## src/rtl/umu_pkg.sv

```systemverilog
package umu_pkg;
  typedef enum logic [1:0] {
    MRG_LOAD_LEFT   = 2'b00,
    MRG_LOAD_RIGHT  = 2'b01,
    MRG_STORE_LEFT  = 2'b10,
    MRG_STORE_RIGHT = 2'b11
  } merge_op_e;

  function automatic logic op_is_store(input merge_op_e op);
    return op[1];
  endfunction
endpackage

```

## src/rtl/umu_shift_calc.sv

```systemverilog
// Converts a byte offset into the two bit-shift amounts used by the merges.
module umu_shift_calc #(
  parameter int WORD_BYTES = 4,
  parameter int BYTE_W     = 8,
  localparam int OFFW      = $clog2(WORD_BYTES),
  localparam int SHW       = $clog2(WORD_BYTES * BYTE_W)
) (
  input  logic [OFFW-1:0] byte_off,
  output logic [SHW-1:0]  sh_left,   // (bytes-1-offset) * byte width
  output logic [SHW-1:0]  sh_right   // offset * byte width
);
  always_comb begin
    sh_left  = SHW'(((WORD_BYTES - 1) - int'(byte_off)) * BYTE_W);
    sh_right = SHW'(int'(byte_off) * BYTE_W);
  end
endmodule

```

## src/rtl/umu_load_merge.sv

```systemverilog
// Register-side merge for the left and right partial loads.
module umu_load_merge #(
  parameter int WORD_BYTES = 4,
  parameter int BYTE_W     = 8,
  localparam int W         = WORD_BYTES * BYTE_W,
  localparam int SHW       = $clog2(W)
) (
  input  logic           right_sel,
  input  logic [SHW-1:0] sh_left,
  input  logic [SHW-1:0] sh_right,
  input  logic [W-1:0]   mem_word,
  input  logic [W-1:0]   reg_word,
  output logic [W-1:0]   merged
);
  localparam logic [W-1:0] ONES = '1;

  logic [W-1:0] left_res, right_res;

  always_comb begin
    // memory moves up; register bits below the shift point survive
    left_res  = (mem_word << sh_left) | (reg_word & ~(ONES << sh_left));
    // memory moves down; register bits above the shift point survive
    right_res = (mem_word >> sh_right) | (reg_word & ~(ONES >> sh_right));
    merged    = right_sel ? right_res : left_res;
  end
endmodule

```

## src/rtl/umu_store_merge.sv

```systemverilog
// Memory-side merge and lane enables for the left and right partial stores.
module umu_store_merge #(
  parameter int WORD_BYTES = 4,
  parameter int BYTE_W     = 8,
  localparam int W         = WORD_BYTES * BYTE_W,
  localparam int SHW       = $clog2(W),
  localparam int OFFW      = $clog2(WORD_BYTES)
) (
  input  logic                  right_sel,
  input  logic [OFFW-1:0]       byte_off,
  input  logic [SHW-1:0]        sh_left,
  input  logic [SHW-1:0]        sh_right,
  input  logic [W-1:0]          mem_word,
  input  logic [W-1:0]          reg_word,
  output logic [W-1:0]          merged,
  output logic [WORD_BYTES-1:0] lane_en
);
  localparam logic [W-1:0]          ONES  = '1;
  localparam logic [WORD_BYTES-1:0] LONES = '1;

  logic [W-1:0]          left_res, right_res;
  logic [WORD_BYTES-1:0] left_en, right_en;
  logic [OFFW:0]         off_plus;

  always_comb begin
    off_plus  = {1'b0, byte_off} + 1'b1;
    // register moves down into the low lanes; upper memory kept
    left_res  = (reg_word >> sh_left) | (mem_word & ~(ONES >> sh_left));
    // register moves up into the high lanes; lower memory kept
    right_res = (reg_word << sh_right) | (mem_word & ~(ONES << sh_right));
    left_en   = ~(LONES << off_plus);
    right_en  = LONES << byte_off;
    merged    = right_sel ? right_res : left_res;
    lane_en   = right_sel ? right_en : left_en;
  end
endmodule

```

## src/rtl/unaligned_merge_unit.sv

```systemverilog
module unaligned_merge_unit #(
  parameter int WORD_BYTES = 4,
  parameter int BYTE_W     = 8
) (
  input  logic                            clk,
  input  logic                            rst,
  input  logic                            in_valid,
  input  logic [1:0]                      op_sel,
  input  logic [$clog2(WORD_BYTES)-1:0]   byte_off,
  input  logic [WORD_BYTES*BYTE_W-1:0]    mem_word,
  input  logic [WORD_BYTES*BYTE_W-1:0]    reg_word,
  output logic                            out_valid,
  output logic [WORD_BYTES*BYTE_W-1:0]    out_word,
  output logic [WORD_BYTES-1:0]           out_byte_en
);
  import umu_pkg::*;

  localparam int W    = WORD_BYTES * BYTE_W;
  localparam int SHW  = $clog2(W);
  localparam int OFFW = $clog2(WORD_BYTES);

  merge_op_e             op;
  logic [SHW-1:0]        sh_left, sh_right;
  logic [W-1:0]          load_res, store_res, next_word;
  logic [WORD_BYTES-1:0] store_en, next_en;

  assign op = merge_op_e'(op_sel);

  umu_shift_calc #(.WORD_BYTES(WORD_BYTES), .BYTE_W(BYTE_W)) u_shift (
    .byte_off (byte_off),
    .sh_left  (sh_left),
    .sh_right (sh_right)
  );

  umu_load_merge #(.WORD_BYTES(WORD_BYTES), .BYTE_W(BYTE_W)) u_load (
    .right_sel (op == MRG_LOAD_RIGHT),
    .sh_left   (sh_left),
    .sh_right  (sh_right),
    .mem_word  (mem_word),
    .reg_word  (reg_word),
    .merged    (load_res)
  );

  umu_store_merge #(.WORD_BYTES(WORD_BYTES), .BYTE_W(BYTE_W)) u_store (
    .right_sel (op == MRG_STORE_RIGHT),
    .byte_off  (byte_off),
    .sh_left   (sh_left),
    .sh_right  (sh_right),
    .mem_word  (mem_word),
    .reg_word  (reg_word),
    .merged    (store_res),
    .lane_en   (store_en)
  );

  always_comb begin
    next_word = op_is_store(op) ? store_res : load_res;
    next_en   = op_is_store(op) ? store_en  : '0;
  end

  always_ff @(posedge clk) begin
    if (rst) begin
      out_valid   <= 1'b0;
      out_word    <= '0;
      out_byte_en <= '0;
    end else begin
      out_valid <= in_valid;
      if (in_valid) begin
        out_word    <= next_word;
        out_byte_en <= next_en;
      end
    end
  end

  // ---------------- assertions ----------------
  a_r2_valid_follows: assert property (@(posedge clk) disable iff (rst)
    in_valid |=> out_valid);

  a_r2_idle_holds: assert property (@(posedge clk) disable iff (rst)
    !in_valid |=> (!out_valid && $stable(out_word) && $stable(out_byte_en)));

  a_r7_load_no_lanes: assert property (@(posedge clk) disable iff (rst)
    (in_valid && !op_sel[1]) |=> (out_byte_en == '0));

  a_r7_left_store_count: assert property (@(posedge clk) disable iff (rst)
    (in_valid && op_sel == 2'b10) |=>
      (out_byte_en[0] && $countones(out_byte_en) == int'($past(byte_off)) + 1));

  a_r7_right_store_count: assert property (@(posedge clk) disable iff (rst)
    (in_valid && op_sel == 2'b11) |=>
      (out_byte_en[WORD_BYTES-1] &&
       $countones(out_byte_en) == WORD_BYTES - int'($past(byte_off))));

  a_r8_left_load_full: assert property (@(posedge clk) disable iff (rst)
    (in_valid && op_sel == 2'b00 && byte_off == OFFW'(WORD_BYTES-1)) |=>
      (out_word == $past(mem_word)));

  a_r8_right_load_full: assert property (@(posedge clk) disable iff (rst)
    (in_valid && op_sel == 2'b01 && byte_off == '0) |=>
      (out_word == $past(mem_word)));

  generate
    for (genvar g = 0; g < WORD_BYTES; g++) begin : g_lane_chk
      a_r7_unwritten_lane_kept: assert property (@(posedge clk) disable iff (rst)
        (in_valid && op_sel[1]) |=>
          (out_byte_en[g] ||
           out_word[g*BYTE_W +: BYTE_W] == $past(mem_word[g*BYTE_W +: BYTE_W])));
    end
  endgenerate
endmodule

```

## config.mk

```make
export PLATFORM = sky130hd
export DESIGN_NAME = unaligned_merge_unit
export DESIGN_NICKNAME = d
export VERILOG_FILES = /design/src/rtl/umu_pkg.sv /design/src/rtl/umu_shift_calc.sv /design/src/rtl/umu_load_merge.sv /design/src/rtl/umu_store_merge.sv /design/src/rtl/unaligned_merge_unit.sv
export SDC_FILE = /design/constraint.sdc
export NUM_CORES = 1
export LEC_CHECK = 0
export BUFFER_PORTS_ARGS = -buffer_cell sky130_fd_sc_hd__buf_2
export CAP_MARGIN = 20
export CORE_MARGIN = 5
export CORE_UTILIZATION = 50
export CTS_CLUSTER_DIAMETER = 60
export DETAILED_ROUTE_END_ITERATION = 7
export GPL_TIMING_DRIVEN = 0
export PLACE_DENSITY = 0.79
export SKIP_CTS_REPAIR_TIMING = 1
export SLEW_MARGIN = 10
export SYNTH_ARGS = -nofsm -noshare
export SYNTH_HDL_FRONTEND = slang
export SYNTH_SLANG_ARGS = --single-unit
```

## constraint.sdc

```tcl
create_clock -name clk -period 1.85 [get_ports clk]
set_input_delay 0.37 -clock clk [delete_from_list [all_inputs] [get_ports clk]]
set_output_delay 0.37 -clock clk [all_outputs]
set_load 0.01 [all_outputs]
```

==> flow_summary.ini, run 1 <==
[pwr]
p_int_mw = 1.83
combinationalPowerShare_pct = 42.2
p_leak_nw = 2.17
peakVddDrop_mv = 0.359
p_seq_share_pct = 30.6
switching_share_pct = 37.1
pwr-share-clk_pct = 27.2
p_switching_mw = 1.08
powerDensity_mw_per_mm2 = 557

[cells_and_area]
fin_nets = 664
mostFrequentLayoutCells = buf_2 (117), nand2_1 (62), nor2_1 (48), dfxtp_1 (37), mux4_2 (35)
drive_gt1_share_pct = 38.9
seq_area_um2 = 741
multi_input_area_mm2 = 0.00329
areaGrowthSynthToFinish_pct = 20.5
final_common_cell = buf_2
fill_cells = 809
fin_area_mm2 = 0.00523
diodes = 0

[placement]
post_dp_cell_area_mm2 = 0.00501
place_hpwl_mm = 13.8
gp_congestion = 1.03
post-place-ws_ns = -0.667
port_buffers = 105

[logic_synthesis]
ys.flop_type = dfxtp_1
synthArstFlopShare_pct = 0
yosysWarnings = 0
synth_nets = 550
syn_area_mm2 = 0.00434
netlist-cell-type-count = 53
netlist_instances = 479
ys_seq_area_share_pct = 17.1
ys_seq_elements = 37
synth-edff-count = 0
synth.avg_cell_area_um2 = 9.05

[drt]
wl_mm = 20.0
avgViaCountPerCell = 7.43
ant_nets = 0
drc = 0
drt_pass1_iterations = 5
routedWlPerCell_um = 28.4
drt_iter0_drc = 676
vias = 5218

[critical_path]
cp.required_ns = 2.01
timing.critical_path.from = op_sel[0]
rr_startpoint = out_word[12]
startpoint_type = primary input
critical_path.endpoint_type = flop
critPathKind = in2reg
path_max_fanout = 10
arrival_ns = 1.98

[sta]
post-route-period-util_pct = 98.6
worstMarginPinSlew_ns = 0.851
fin_skew_ns = 0
setup_ws_ns = 0.0252
finalSetupViolCount = 0
final_max_slew_viol_count = 0
timing.fmax_mhz = 548
final_hold_viol_count = 0
rsz0062_at_grt = yes
min_period_ns = 1.82
fin_setup_tns_ns = 0
slew-limit-headroom_pct = 43.3

[clock_network]
cts_tree = yes
cts_sinks = 37
cts_max_level = 2
clk_latency_ns = 0.30
max-clock-path-buffers = 2
cts_root_buffer = clkbuf_8
path_clk_slew_ns = 0.09
cts_buffers = 5

[global_route]
gr-usage-met1_pct = 49.4
grt_max_degree = 12
overflow = 0
grt_pass1_wl_mm = 29.4
track_usage_pct = 37.6
grt-busiest-layer = met2
grt_use_met2_pct = 55.9
antenna_found_initial = 0
grt_use_met3_pct = 10.4
grt_pass1_vias = 5045

[floorplan]
fp.dieH_um = 103
core-area_mm2 = 0.00859
die_w_um = 103
io-pin-count = 108
start_util_pct = 50.5
die_area_mm2 = 0.0106
placementRows = 34

[hold_path]
hold_path.class = reg2reg
hp-start = out_byte_en[3]

[flow_run]
drv_cap = 0

[run_status]
outcome = finished clean
==> registers in the layout (all words and copies together) (netlist names) <==
name	cells
out_word	32
out_byte_en	4
out_valid	1
==> cell families (layout without fill, tap and decap cells) <==
logic type / Yosys count / count (layout) / synth area share, %
and+or+nand+nor: 155 / 155 / 16.1
AOI/OAI and AO/OA: 139 / 139 / 25.3
muxes: 87 / 87 / 33.6
buffers and inverters: 61 / 176 / 7.88
DFF: 37 / 37 / 17.1
==> path summary, 6_finish.rpt <==
path	end	slack (ns)	cells after the start
worst max-delay path	out_word[22]	0.03	6
worst min-delay path	out_byte_en[3]	0.46	2
worst min register to register	out_byte_en[3]	0.46	2
worst max register to register	out_word[12]	0.91	4
==> critical path: stages <==
cell,delay (ns)
buf_2,0.15
clkinvlp_4,0.27
clkbuf_4,0.33
mux4_2,0.34
a311oi_1,0.42
a2111oi_2,0.10
==> per-layer routing <==
layer,part of all wire (%),up-vias
met5,0,-
met4,6.0,0
met3,15,113
met2,43,531
met1,36,2443
li1,-,2131
==> cell usage after synthesis (all sizes together), types with 9 or more instances <==
| cell type | instances | share of area, % |
|---|---|---|
| o21ai | 15 | 1.7 |
| a31oi | 12 | 1.7 |
| mux2i | 21 | 4.8 |
| mux4 | 42 | 22 |
| a2111oi | 9 | 2.0 |
| dfxtp | 37 | 17 |
| nor2 | 51 | 4.5 |
| clkbuf | 23 | 2.0 |
| a311o | 23 | 5.3 |
| nor2b | 12 | 1.7 |
| a211oi | 15 | 2.7 |
| mux2 | 24 | 6.3 |
| nand2 | 63 | 5.5 |
| buf | 29 | 5.1 |
==> power groups by stage <==
stage	registers (mW)	clock network (mW)	logic (mW)
finish	0.890	0.792	1.23
global route	0.898	0.827	1.28
CTS	0.890	0.797	1.16
detailed placement	0.908	0	1.15
global placement	0.906	0	1.14
floorplan	0.938	0	0.681
==> area by class of cell <==
class / instances / area share, %
Sequential cell: 37 / 14.2
Buffer: 51 / 6.70
Tap cell: 108 / 2.59
Multi-Input combinational cell: 381 / 62.9
Clock inverter: 1 / 0.575
Inverter: 9 / 0.718
Clock buffer: 7 / 1.65
Timing Repair Buffer: 108 / 10.7
==> stage by stage <==
step	hold slack, ns	util, %	cells	total power, mW
finish	0.461	60.8	702	2.91
global route	0.479	60.8	702	3.01
CTS	0.463	59.7	700	2.84
detailed placement	0.450	58.3	692	2.06
global placement	0.448	58.3	692	2.04
floorplan	0.486	-	479	1.62
Power figures use the tool's default switching activity.
==> run 2: changes to the inputs <==
- REMOVE_ABC_BUFFERS: unset -> 1
==> run 2 against run 1 <==
  * Hold slack improved by 0.0053 ns
  * Count of clock-buffer cells in the layout unchanged
  * Register-to-register slack worse by 0.02 ns
  * Sequential share of layout area barely moved
  * Wire length down 21%
  * Worst setup slack got worse by 0.0042 ns
  * Non-clock buffer count is 29 lower
  * Core utilization hardly changed
  * Clock skew did not move
  * Combinational power decreased by 6%
  * Critical path type unchanged
  * Largest cell class unchanged
==> flow_summary.ini, run 2 (synthesized netlist as in run 1, its figures left out) <==
[run_status]
outcome = finished clean

[drt]
drt_iter0_drc = 938
wl_mm = 15.8
drc = 0
drt_pass1_iterations = 6
avgViaCountPerCell = 7.21
vias = 4884
routedWlPerCell_um = 23.3
ant_nets = 0

[critical_path]
cp.required_ns = 2.04
startpoint_type = primary input
path_max_fanout = 77
arrival_ns = 2.02
critPathKind = in2reg
critical_path.endpoint_type = flop

[cells_and_area]
mostFrequentLayoutCells = buf_2 (103), nand2_1 (59), nor2_1 (49), dfxtp_1 (37), mux4_2 (35)
reg_top3 = out_word (32), out_byte_en (4), out_valid (1)
final_common_cell = buf_2
areaGrowthSynthToFinish_pct = 20.5
multi_input_area_mm2 = 0.00331
drive_gt1_share_pct = 38.4
fill_cells = 761
fin_nets = 639
seq_area_um2 = 741
largest_reg_flops = 32
regMostFlops = out_word

[placement]
gp_congestion = 0.845
place_hpwl_mm = 9.37
post-place-ws_ns = -1.20
port_buffers = 107

[floorplan]
die_area_mm2 = 0.0106
io-pin-count = 108
placementRows = 34
die_w_um = 103
start_util_pct = 50.5
core-area_mm2 = 0.00859
fp.dieH_um = 103

[clock_network]
cts_sinks = 37
path_clk_slew_ns = 0.08
cts_tree = yes
cts_root_buffer = clkbuf_8
clk_latency_ns = 0.30
cts_buffers = 5
cts_max_level = 2
max-clock-path-buffers = 2

[sta]
min_period_ns = 1.83
whs_ns = 0.467
post-route-period-util_pct = 98.9
finalSetupViolCount = 0
fin_skew_ns = 0
final_max_slew_viol_count = 0
worstMarginPinSlew_ns = 0.728
final_hold_viol_count = 0
setup_ws_ns = 0.0211
slew-limit-headroom_pct = 51.3
timing.fmax_mhz = 547

[global_route]
grt_pass1_wl_mm = 21.9
grt_pass1_vias = 4334
track_usage_pct = 26.0
antenna_found_initial = 0
grt_max_degree = 78
overflow = 0

[hold_path]
hold_path.class = in2reg

[pwr]
peakVddDrop_mv = 0.245
power_mw = 2.68
p_leak_nw = 2.12
powerDensity_mw_per_mm2 = 512

[flow_run]
drv_cap = 0
==> run 2: cell count changes in the layout (fill, tap and decap cells not counted), sizes merged <==
cell,previous run,this run
clkbuf,32,12
buf,134,125
clkinvlp,1,6
bufinv,1,0
clkinv,1,0
diode,0,1
inv,7,6
nor2,51,52
==> run 2: final cells by class <==
class,instances,area share (%)
Timing Repair Buffer,130,17.1
Inverter,9,0.862
Antenna cell,1,0.0479
Multi-Input combinational cell,382,63.3
Clock buffer,7,1.65
Timing Repair inverter,3,0.335
Tap cell,108,2.58
Sequential cell,37,14.2
==> run 2: per-stage QoR <==
stage                     instances  setup TNS, ns  area (um^2)  util (%)
after floorplan                 427         -0.158         4030         -
after global placement          642         -59.32         4700      54.7
after detailed placement        644         -28.32         4750      55.3
after CTS                       651         -16.94         4840      56.3
after global routing            676        -0.0351         5230      60.8
final                           677              0         5230      60.8
==> run 2: metal layers <==
metal	GRT usage, %	wire length, um	part of all wire, %
met1	35.1	5820	37
met2	42.4	7360	47
met3	4.53	2130	14
met4	8.07	492	3.1
met5	0	0	0
==> run 2: power breakdown <==
| group | internal, mW | switching, mW |
|---|---|---|
| Combinational | 0.540 | 0.621 |
| Clock | 0.297 | 0.326 |
| Sequential | 0.860 | 0.0353 |
==> run 2: path summary, 6_finish.rpt <==
path               endpoint           start  slack [ns]  cells after the start
max            out_word[21]       op_sel[0]        0.02                      5
min             out_word[8]     mem_word[8]        0.47                      3
max reg2reg    out_word[12]    out_word[12]        0.89                      4
min reg2reg  out_byte_en[3]  out_byte_en[3]        0.47                      2
==> run 2: critical path: stages <==
cell        delay, ns
buf_12           0.30
clkinvlp_4       0.25
buf_16           0.21
mux4_2           0.46
a2111oi_2        0.37
==> run 3: changes to the inputs <==
- CTS_CLUSTER_DIAMETER: 60 -> unset
- SETUP_SLACK_MARGIN: unset -> 0.3
==> run 3 against run 2 <==
  * Global-route usage unchanged
  * Sequential share of layout area down 1.1 points
  * First-iteration DRC count down 4.1%
  * Wire length grew 13%
  * Core utilization up 5.2 points
  * Highest routed layer unchanged
  * Critical endpoint is now out_word[18]
  * Die area is the same
  * Register-to-register slack about the same
  * Maximum frequency rose by 5.3%
  * Final area is 8.5% higher
  * Largest cell class unchanged
  * Combinational power increased by 12%
==> flow_summary.ini, run 3 (synthesized netlist as in run 1, its figures left out) <==
[run_status]
outcome = finished clean

[pwr]
pwr-share-clk_pct = 22.1
power_mw = 2.83
p_switching_mw = 1.04
powerDensity_mw_per_mm2 = 498
p_seq_share_pct = 31.8
p_leak_nw = 2.34
peakVddDrop_mv = 0.243
switching_share_pct = 36.9
p_int_mw = 1.78
combinationalPowerShare_pct = 46.1

[cells_and_area]
largest_reg_flops = 32
utilization_pct = 66.0
fin_area_mm2 = 0.00567
fill_cells = 678
fin_nets = 665
areaGrowthSynthToFinish_pct = 30.8
reg_top3 = out_word (32), out_byte_en (4), out_valid (1)
seq_area_um2 = 741
final_common_cell = buf_2
multi_input_area_mm2 = 0.00339
diodes = 0
mostFrequentLayoutCells = buf_2 (101), nand2_1 (59), nor2_1 (48), mux4_2 (37), dfxtp_1 (37)
drive_gt1_share_pct = 42.6
regMostFlops = out_word

[floorplan]
fp.dieH_um = 103
core-area_mm2 = 0.00859
io-pin-count = 108
placementRows = 34
die_area_mm2 = 0.0106
start_util_pct = 50.5
die_w_um = 103

[clock_network]
path_clk_slew_ns = 0.08
cts_sinks = 37
clk_latency_ns = 0.30
cts_buffers = 5
cts_tree = yes
max-clock-path-buffers = 2
cts_max_level = 2
cts_root_buffer = clkbuf_8

[drt]
drt_iter0_drc = 900
drt_pass1_iterations = 6
routedWlPerCell_um = 25.3
drc = 0
ant_nets = 0
wl_mm = 17.8
vias = 5228
avgViaCountPerCell = 7.45

[global_route]
grt_use_met2_pct = 42.4
grt-busiest-layer = met2
grt_use_met3_pct = 4.53
track_usage_pct = 26.0
overflow = 0
antenna_found_initial = 0
gr-usage-met1_pct = 35.1
grt_max_degree = 78
grt_pass1_vias = 4334
grt_pass1_wl_mm = 21.9

[critical_path]
critical-path-max-stage-delay_ns = 0.46
crit_chain = clkbuf_4 > inv_1 > nand2_4 > a311oi_2 > a2111oi_1
r2r-end = out_word[12]
reg2regPathDepth = 4
critical_path.endpoint_type = flop
startpoint_type = primary input
rr_startpoint = out_word[12]
regToRegSetupSlack_ns = 0.89
critPathKind = in2reg
arrival_ns = 1.91
crit_slowest_cell = a2111oi_1
path_max_fanout = 24
cp.required_ns = 2.02

[sta]
timing.fmax_mhz = 576
post-route-period-util_pct = 93.9
rsz0062_at_grt = yes
finalSetupViolCount = 0
fin_setup_tns_ns = 0
final_max_slew_viol_count = 0
worstMarginPinSlew_ns = 0.535
slew-limit-headroom_pct = 63.9
fin_skew_ns = 0
whs_ns = 0.464
final_hold_viol_count = 0
min_period_ns = 1.74

[placement]
port_buffers = 107
gp_congestion = 0.845
post_dp_cell_area_mm2 = 0.00475
place_hpwl_mm = 9.37

[hold_path]
min_path_cells = 3
hold_path.class = in2reg
whs_endpoint = out_word[8]
hp-start = mem_word[8]

[flow_run]
drv_cap = 0
## run 3: per-stage QoR
stage	std cells	worst slack, ns
after detailed placement	644	-1.20
after global placement	642	-2.17
after global routing	702	0.144
after CTS	651	-0.882
final	702	0.113
after floorplan	427	-0.0810
## run 3: metal layers
layer  vias to the layer above  wire length [um]  part of all wire [%]
li1                       2129                 -                     -
met4                         0              1090                   6.1
met2                       528              7940                    45
met5                         -                 0                     0
met1                      2438              5930                    33
met3                       133              2830                    16
## run 3: power by group through the flow
stage	sequential (mW)	clock, mW	combinational [mW]
6_report	0.897	0.625	1.30
3_3_place_gp	0.911	0	0.987
2_1_floorplan	0.938	0	0.542
3_5_place_dp	0.912	0	1.02
4_1_cts	0.895	0.617	1.02
5_1_grt	0.903	0.653	1.37
## run 3: worst max path at each step
stage	depth (start not counted)	slack (ns)	endpoint	start
4_1_cts	5	-0.88	out_word[16]	in_valid
3_3_place_gp	5	-2.17	out_word[1]	byte_off[0]
5_1_grt	6	0.14	out_word[28]	byte_off[0]
2_1_floorplan	3	-0.08	out_word[21]	op_sel[0]
6_report	5	0.11	out_word[18]	op_sel[1]
3_5_place_dp	5	-1.20	out_word[16]	in_valid
## run 3: area by class of cell
type | count | share of cell area, %
Clock buffer | 7 | 1.52
Multi-Input combinational cell | 382 | 59.7
Sequential cell | 37 | 13.1
Timing Repair inverter | 3 | 0.309
Inverter | 9 | 0.794
Timing Repair Buffer | 156 | 22.2
Tap cell | 108 | 2.38
## run 3: critical path: cells and delay by family
| kind | cells | cell delay (ns) |
|---|---|---|
| simple gates | 1 | 0.30 |
| buf+inv | 2 | 0.67 |
| compound gates | 2 | 0.55 |
